[config.mk]
export PLATFORM = sky130hd
export DESIGN_NAME = lsport_mem_adapter
export DESIGN_NICKNAME = d
export VERILOG_FILES = /design/src/rtl/lsp_pkg.sv /design/src/rtl/lsp_addr_check.sv /design/src/rtl/lsp_lane_map.sv /design/src/rtl/lsp_word_ram.sv /design/src/rtl/lsport_mem_adapter.sv
export SDC_FILE = /design/constraint.sdc
export NUM_CORES = 2
export LEC_CHECK = 0
export BUFFER_PORTS_ARGS = -buffer_cell sky130_fd_sc_hd__buf_2
export CAP_MARGIN = 5
export CELL_PAD_IN_SITES_DETAIL_PLACEMENT = 1
export CELL_PAD_IN_SITES_GLOBAL_PLACEMENT = 1
export CORE_MARGIN = 8
export CORE_UTILIZATION = 55
export DETAILED_ROUTE_END_ITERATION = 10
export PLACE_DENSITY = 0.75
export SLEW_MARGIN = 20
export SYNTH_ARGS = -nofsm -noshare
export SYNTH_HDL_FRONTEND = slang
export SYNTH_HIERARCHICAL = 1
export SYNTH_SLANG_ARGS = --single-unit
[constraint.sdc]
create_clock -name clk -period 4.1 [get_ports clk]
set_input_delay 0 -clock clk [delete_from_list [all_inputs] [get_ports clk]]
set_output_delay 0 -clock clk [all_outputs]
set_load 0.005 [all_outputs]
[src/rtl/lsp_pkg.sv]
package lsp_pkg;

    localparam int unsigned LANES  = 8;
    localparam int unsigned WORD_W = 64;

    typedef enum logic [2:0] {
        S_IDLE,
        S_ST_WAIT,
        S_ZERO,
        S_DONE,
        S_LD_READ,
        S_LD_RESP
    } lsp_state_e;

    function automatic logic [LANES-1:0] len_to_mask(input logic [3:0] len);
        logic [LANES-1:0] m;
        case (len)
            4'd1:    m = 8'h01;
            4'd2:    m = 8'h03;
            4'd4:    m = 8'h0F;
            4'd8:    m = 8'hFF;
            default: m = 8'h00;
        endcase
        return m;
    endfunction

endpackage

[src/rtl/lsp_addr_check.sv]
module lsp_addr_check #(
    parameter int unsigned ADDR_W      = 12,
    parameter int unsigned DEPTH_WORDS = 64,
    parameter int unsigned BLOCK_WORDS = 4,
    localparam int unsigned IDX_W      = $clog2(DEPTH_WORDS)
) (
    input  logic [ADDR_W-1:0] addr_i,
    input  logic [3:0]        len_i,
    input  logic              zero_i,
    output logic              err_o,
    output logic [IDX_W-1:0]  idx_o,
    output logic [IDX_W-1:0]  blk_o
);
    localparam int unsigned HI_W = ADDR_W - 3;

    logic [HI_W-1:0] word_full;
    logic            in_range;
    logic            misalign;

    assign word_full = addr_i[ADDR_W-1:3];
    assign in_range  = ({1'b0, word_full} < (HI_W+1)'(DEPTH_WORDS));

    always_comb begin
        case (len_i)
            4'd1:    misalign = 1'b0;
            4'd2:    misalign = addr_i[0];
            4'd4:    misalign = |addr_i[1:0];
            4'd8:    misalign = |addr_i[2:0];
            default: misalign = 1'b1;
        endcase
    end

    assign err_o = !in_range || (!zero_i && misalign);
    assign idx_o = word_full[IDX_W-1:0];
    assign blk_o = word_full[IDX_W-1:0] & ~IDX_W'(BLOCK_WORDS - 1);

endmodule

[src/rtl/lsp_lane_map.sv]
module lsp_lane_map
    import lsp_pkg::*;
(
    input  logic [2:0]        off_i,
    input  logic [3:0]        len_i,
    input  logic [WORD_W-1:0] st_data_i,
    input  logic [WORD_W-1:0] rd_word_i,
    output logic [LANES-1:0]  wmask_o,
    output logic [WORD_W-1:0] wdata_o,
    output logic [WORD_W-1:0] ld_data_o
);
    logic [LANES-1:0]  len_mask;
    logic [WORD_W-1:0] rd_shift;
    logic [5:0]        bit_off;

    assign len_mask = len_to_mask(len_i);
    assign bit_off  = {off_i, 3'b000};
    assign wmask_o  = len_mask << off_i;
    assign wdata_o  = st_data_i << bit_off;
    assign rd_shift = rd_word_i >> bit_off;

    for (genvar g = 0; g < LANES; g++) begin : g_ld_lane
        assign ld_data_o[8*g +: 8] = len_mask[g] ? rd_shift[8*g +: 8] : 8'h00;
    end

endmodule

[src/rtl/lsp_word_ram.sv]
module lsp_word_ram
    import lsp_pkg::*;
#(
    parameter int unsigned DEPTH_WORDS = 64,
    localparam int unsigned IDX_W      = $clog2(DEPTH_WORDS)
) (
    input  logic              clk,
    input  logic              we_i,
    input  logic [IDX_W-1:0]  widx_i,
    input  logic [LANES-1:0]  wmask_i,
    input  logic [WORD_W-1:0] wdata_i,
    input  logic [IDX_W-1:0]  ridx_i,
    output logic [WORD_W-1:0] rdata_o
);
    for (genvar g = 0; g < LANES; g++) begin : g_lane
        logic [7:0] lane_mem [DEPTH_WORDS];

        always_ff @(posedge clk) begin
            if (we_i && wmask_i[g]) begin
                lane_mem[widx_i] <= wdata_i[8*g +: 8];
            end
        end

        assign rdata_o[8*g +: 8] = lane_mem[ridx_i];
    end

endmodule

[src/rtl/lsport_mem_adapter.sv]
module lsport_mem_adapter
    import lsp_pkg::*;
#(
    parameter int unsigned ADDR_W      = 12,
    parameter int unsigned DEPTH_WORDS = 64,
    parameter int unsigned BLOCK_WORDS = 4
) (
    input  logic              clk,
    input  logic              rst_n,
    input  logic              req_ld_i,
    input  logic              req_st_i,
    input  logic              zero_blk_i,
    input  logic              priv_i,
    input  logic [3:0]        len_i,
    input  logic [ADDR_W-1:0] addr_i,
    input  logic              addr_vld_i,
    input  logic [63:0]       st_data_i,
    input  logic              st_vld_i,
    output logic              busy_o,
    output logic              addr_ack_o,
    output logic [63:0]       ld_data_o,
    output logic              ld_vld_o,
    output logic              exc_o
);
    localparam int unsigned IDX_W = $clog2(DEPTH_WORDS);
    localparam int unsigned CNT_W = $clog2(BLOCK_WORDS) + 1;

    lsp_state_e state_q, state_d;

    logic              zero_q;
    logic              err_q;
    logic [2:0]        off_q;
    logic [3:0]        len_q;
    logic [IDX_W-1:0]  widx_q;
    logic [IDX_W-1:0]  blk_q;
    logic [CNT_W-1:0]  cnt_q;
    logic [WORD_W-1:0] ld_data_q;

    logic              accept;
    logic              chk_err;
    logic [IDX_W-1:0]  chk_idx;
    logic [IDX_W-1:0]  chk_blk;
    logic [LANES-1:0]  lane_wmask;
    logic [WORD_W-1:0] lane_wdata;
    logic [WORD_W-1:0] lane_ld;
    logic [WORD_W-1:0] rd_word;
    logic              mem_we;
    logic [IDX_W-1:0]  mem_widx;
    logic [LANES-1:0]  mem_wmask;
    logic [WORD_W-1:0] mem_wdata;
    logic              last_zero;

    logic unused_priv;
    assign unused_priv = priv_i;

    assign accept    = addr_vld_i && (req_ld_i ^ req_st_i);
    assign last_zero = (cnt_q == CNT_W'(BLOCK_WORDS - 1));

    lsp_addr_check #(
        .ADDR_W      (ADDR_W),
        .DEPTH_WORDS (DEPTH_WORDS),
        .BLOCK_WORDS (BLOCK_WORDS)
    ) u_chk (
        .addr_i (addr_i),
        .len_i  (len_i),
        .zero_i (req_st_i && zero_blk_i),
        .err_o  (chk_err),
        .idx_o  (chk_idx),
        .blk_o  (chk_blk)
    );

    lsp_lane_map u_lane (
        .off_i     (off_q),
        .len_i     (len_q),
        .st_data_i (st_data_i),
        .rd_word_i (rd_word),
        .wmask_o   (lane_wmask),
        .wdata_o   (lane_wdata),
        .ld_data_o (lane_ld)
    );

    lsp_word_ram #(
        .DEPTH_WORDS (DEPTH_WORDS)
    ) u_ram (
        .clk     (clk),
        .we_i    (mem_we),
        .widx_i  (mem_widx),
        .wmask_i (mem_wmask),
        .wdata_i (mem_wdata),
        .ridx_i  (widx_q),
        .rdata_o (rd_word)
    );

    // write port steering
    always_comb begin
        mem_we    = 1'b0;
        mem_widx  = widx_q;
        mem_wmask = lane_wmask;
        mem_wdata = lane_wdata;
        if (state_q == S_ZERO) begin
            mem_we    = 1'b1;
            mem_widx  = blk_q + IDX_W'(cnt_q);
            mem_wmask = '1;
            mem_wdata = '0;
        end else if (state_q == S_ST_WAIT) begin
            mem_we = st_vld_i && !err_q && !zero_q;
        end
    end

    // next state
    always_comb begin
        state_d = state_q;
        unique case (state_q)
            S_IDLE:    if (accept) state_d = req_ld_i ? S_LD_READ : S_ST_WAIT;
            S_ST_WAIT: if (st_vld_i) state_d = (zero_q && !err_q) ? S_ZERO : S_DONE;
            S_ZERO:    if (last_zero) state_d = S_DONE;
            S_DONE:    state_d = S_IDLE;
            S_LD_READ: state_d = S_LD_RESP;
            S_LD_RESP: if (!addr_vld_i || !req_ld_i) state_d = S_IDLE;
            default:   state_d = S_IDLE;
        endcase
    end

    // state register and operation context
    always_ff @(posedge clk or negedge rst_n) begin
        if (!rst_n) begin
            state_q   <= S_IDLE;
            zero_q    <= 1'b0;
            err_q     <= 1'b0;
            off_q     <= '0;
            len_q     <= '0;
            widx_q    <= '0;
            blk_q     <= '0;
            cnt_q     <= '0;
            ld_data_q <= '0;
        end else begin
            state_q <= state_d;
            unique case (state_q)
                S_IDLE: begin
                    if (accept) begin
                        zero_q <= req_st_i && zero_blk_i;
                        err_q  <= chk_err;
                        off_q  <= addr_i[2:0];
                        len_q  <= len_i;
                        widx_q <= chk_idx;
                        blk_q  <= chk_blk;
                        cnt_q  <= '0;
                    end
                end
                S_ZERO:    cnt_q <= cnt_q + 1'b1;
                S_LD_READ: ld_data_q <= err_q ? '0 : lane_ld;
                default: ;
            endcase
        end
    end

    // outputs
    always_comb begin
        busy_o     = 1'b1;
        addr_ack_o = 1'b0;
        ld_vld_o   = 1'b0;
        exc_o      = 1'b0;
        ld_data_o  = '0;
        unique case (state_q)
            S_IDLE:    busy_o = 1'b0;
            S_ST_WAIT: addr_ack_o = 1'b1;
            S_ZERO:    ;
            S_DONE:    exc_o = err_q;
            S_LD_READ: addr_ack_o = 1'b1;
            S_LD_RESP: begin
                addr_ack_o = 1'b1;
                ld_vld_o   = !err_q;
                exc_o      = err_q;
                ld_data_o  = err_q ? '0 : ld_data_q;
            end
            default:   ;
        endcase
    end

    AST_ACK_WITH_BUSY: assert property (@(posedge clk) disable iff (!rst_n)
        addr_ack_o |-> busy_o);
    AST_MASK_MATCHES_LEN: assert property (@(posedge clk) disable iff (!rst_n)
        (mem_we && state_q == S_ST_WAIT) |-> ($countones(mem_wmask) == int'(len_q)));
    AST_IDLE_AFTER_DROP: assert property (@(posedge clk) disable iff (!rst_n)
        (state_q == S_LD_RESP && !addr_vld_i) |=> !busy_o);
    AST_NO_WRITE_ON_ERR: assert property (@(posedge clk) disable iff (!rst_n)
        mem_we |-> !err_q);
    AST_ZERO_NO_DATA: assert property (@(posedge clk) disable iff (!rst_n)
        (mem_we && zero_q) |-> (mem_wdata == '0));
    AST_IGNORE_WHILE_BUSY: assert property (@(posedge clk) disable iff (!rst_n)
        (busy_o && state_q != S_DONE && state_q != S_LD_RESP) |=> busy_o);
    AST_VLD_EXC_EXCL: assert property (@(posedge clk) disable iff (!rst_n)
        !(ld_vld_o && exc_o));
    AST_LD_DATA_HOLD: assert property (@(posedge clk) disable iff (!rst_n)
        (ld_vld_o && $past(ld_vld_o)) |-> $stable(ld_data_o));

endmodule

==> metrics.txt <==
status=complete, but fails checks; violated checks=negative setup slack; Hold/Removal Path Class=in -> reg; sequential share of power=0.362; Setup Skew=0.0785 ns; GRT overflow=0; max-slew violations=0; Final setup viols=3; DRT antenna net count=0; area leader, netlist=edfxtp_1; register area=125,000 um^2; Max stage delay on crit path=0.61 ns; chip height=565 um; Final period util=1.02; clk sinks=4,187; Sw Share=0.364; Layout area overhead=16.9%; slowest CP cell=mux2i_1; total track usage=0.345; EDFF count, synth=4,096; number of remaining DRC errors=0; Bufs and invs on worst path=5; 1st-pass router iterations=6; worst setup path category=reg -> reg; Post-Place Worst Slack=0.0587 ns; Comb power frac=0.389; Main synth FF type=edfxtp_1; NumNets Final=9,316; clk slew on worst S/H paths=0.06 ns; clock power share=0.250; HPWL Detailed=354,000 um; post-synthesis register bit count=4,187; core area=300,000 um^2; PD cells=805 nW/um^2; Worst Setup End Kind=register; Final Cell Area=194,000 um^2; Post-Syn Area per Cell=20.3 um^2; fin cells=13,579; vias=93,860; synth warn=6; async set-reset flop share out of synthesis=0.0217; post-synthesis adder-cell area fraction=0.000499; Worst Tran Pin Value=1.20 ns; most frequent CP cell=buf_12; Mapped Area=166,000 um^2; main combinational cell family by area after synthesis=multiplexers; drt initial violations=14,506; port buffer count=154; unrepaired setup endpoints after global routing=no; Placer Congestion=0.933; share of the synthesized area in the top cell type=0.743; Cells after Synth=8,148; Synth Area in XOR/XNOR=0.000476; area taken by multi-input logic gates=38,400 um^2; Placed Instances=12,693; # IOs=156; Vias/cell=6.91; Seq/Total Area, Yosys=0.756; die footprint=319,000 um^2; post-layout min period=4.17 ns; max frequency=240 MHz; post-synthesis mux area share=0.156; final worst slack=-0.0672 ns; Pleak=63.3 nW; CTS tree=built; synth top area cells=edfxtp_1, mux4_2, nor2_1; Rows=201; share of cells above drive strength 1=0.307; DP Area=179,000 um^2; Die Span X=565 um; later-pin clock latency in the skew report=1.00 ns; CP Max Fanout=28; Worst EP arrival=5.00 ns; first-pass GRT wire length=765,000 um; Power, Total=156 mW; initial antenna violation count=54; CTS root buffer=clkbuf_16; CTS Buf Count=414; Synth Area in Compound Gates=0.0334; Fin. Hold Viols=0; CP startpoint kind=register; H-tree depth=5; Starting Density=0.552; simple-gate share of the synthesized area=0.0370; final WL=557,000 um; crit-path cells=buf_12 -> buf_12 -> buf_4 -> mux4_2 -> mux2i_1 -> a211oi_1 -> buf_4 -> o211a_1 -> buf_12 -> mux2i_1 -> mux4_2 -> nor2_1 -> nand2b_1 -> o21ai_0; Clock Tree Buf Depth=4; Internal=99.1 mW; Worst VDD drop=0.000855 V; vias in the first global route=96,413; Routed wire per std cell=41.0 um; largest net degree at the start of global routing=82; largest delay contributor family on the critical path=multiplexers; worst endpoint required time=4.93 ns; slew margin rel.=0.178; MaxCap Viol Count=0; Psw=56.8 mW; Netlist cell types=69; Layout fillers=24,438
==> layout by cell type, fill, tap and decap left out, types with 111 or more instances in the layout <==
cell type	n
a22oi_1	255
buf_12	177
buf_2	153
buf_4	794
clkbuf_16	415
edfxtp_1	4096
mux2i_1	183
mux4_2	1040
nand2_1	202
nor2_1	696
o22ai_1	111
==> flip-flops by register name, summed over array words and instances, names as in the netlist <==
register,cells
cnt_q,3
widx_q,6
off_q,3
blk_q,6
state_q,3
ld_data_q,64
zero_q,1
u_ram/g_lane.lane_mem,4096
err_q,1
len_q,4
==> through the flow <==
step	hold WS, ns	util	TNS (ns)
after global routing	0.0996	0.645	0
after CTS	0.0268	0.645	0
after global placement	0.160	0.597	0
final	0.0820	0.646	-0.142
after detailed placement	0.166	0.597	0
after floorplan	-0.296	-	0
==> worst paths after layout <==
check / from / to / slack [ns] / depth (start not counted)
worst max register to register: widx_q[0] / ld_data_q[11] / -0.07 / 14
min in group asynchronous: rst_n / state_q[0] / 0.17 / 4
max in group asynchronous: rst_n / off_q[1] / 3.43 / 4
worst min register to register: ld_data_q[55] / ld_data_q[55] / 0.48 / 2
worst max-delay path: widx_q[0] / ld_data_q[11] / -0.07 / 14
worst min-delay path: st_data_i[37] / u_ram/g_lane[4].lane_mem[61][5] / 0.08 / 5
==> power by group through the flow <==
stage / registers, mW / logic, mW / clock network, mW
3_5_place_dp: 57.3 / 57.7 / 0
6_report: 56.4 / 60.6 / 38.9
4_1_cts: 56.4 / 58.6 / 39.1
3_3_place_gp: 57.2 / 55.7 / 0
5_1_grt: 56.4 / 61.3 / 40.4
2_1_floorplan: 57.2 / 29.1 / 0
==> logic make-up (layout without fill, tap and decap cells) <==
kind of cell,count (synthesis),after routing
simple gates,1351,1351
compound gates,770,770
flops,4187,4187
fa+ha+maj,6,6
other cells,1,57
mux,1276,1276
xor+xnor,9,9
buf+inv,548,1965
==> synthesized netlist by cell type, drive strengths merged, types with 2 or more instances <==
library cell / instances
edfxtp: 4096
mux4: 1040
nor2: 705
buf: 317
a22oi: 256
clkbuf: 220
nand2: 212
mux2i: 190
o22ai: 111
nand3: 110
o21ai: 94
dfrtp: 91
and2: 87
nand2b: 86
a211oi: 80
nor2b: 74
o211a: 64
o221ai: 64
a21oi: 50
mux2: 46
nand3b: 24
a31oi: 21
nor3: 12
or2: 11
inv: 10
o32ai: 8
nor3b: 7
xor2: 6
and3: 5
ha: 5
and3b: 4
or3: 4
a221oi: 3
a2bb2oi: 3
nor4b: 3
o211ai: 3
or3b: 3
xnor2: 3
a211o: 2
o2bb2ai: 2
o32a: 2
==> worst register-to-register path, cell delays in order, from the launching register on <==
cell and delay [ns]:
dfrtp_4 0.48, buf_12 0.22, buf_12 0.29, buf_4 0.24
mux4_2 0.51, mux2i_1 0.24, a211oi_1 0.14, buf_4 0.20
o211a_1 0.27, buf_12 0.17, mux2i_1 0.61, mux4_2 0.38
nor2_1 0.04, nand2b_1 0.13, o21ai_0 0.11
==> metal layers <==
| metal | routed length, um | track usage | share of wire |
|---|---|---|---|
| met5 | 271 | 0 | 0.00049 |
| met4 | 40100 | 0.208 | 0.072 |
| met3 | 73700 | 0.109 | 0.13 |
| met2 | 255000 | 0.526 | 0.46 |
| met1 | 189000 | 0.438 | 0.34 |
==> area by class of cell <==
type | count | area share
sequential | 4187 | 0.647
multi-input combinational | 3414 | 0.198
inverter | 11 | 0.000226
antenna | 55 | 0.000711
clock inverter | 255 | 0.0155
timing repair buffer | 1194 | 0.0569
tap | 3958 | 0.0256
clock buffer | 505 | 0.0554
==> what timing repair did <==
| action | in CTS | in global routing |
|---|---|---|
| setup endpoints to repair | 0 | 36 |
| hold buffers | 68 | 0 |
| buffers inserted | 0 | 2 |
| gates resized for setup | 0 | 13 |
| endpoints found under the hold margin | 270 | 0 |
(Power assumes the default switching activity.)
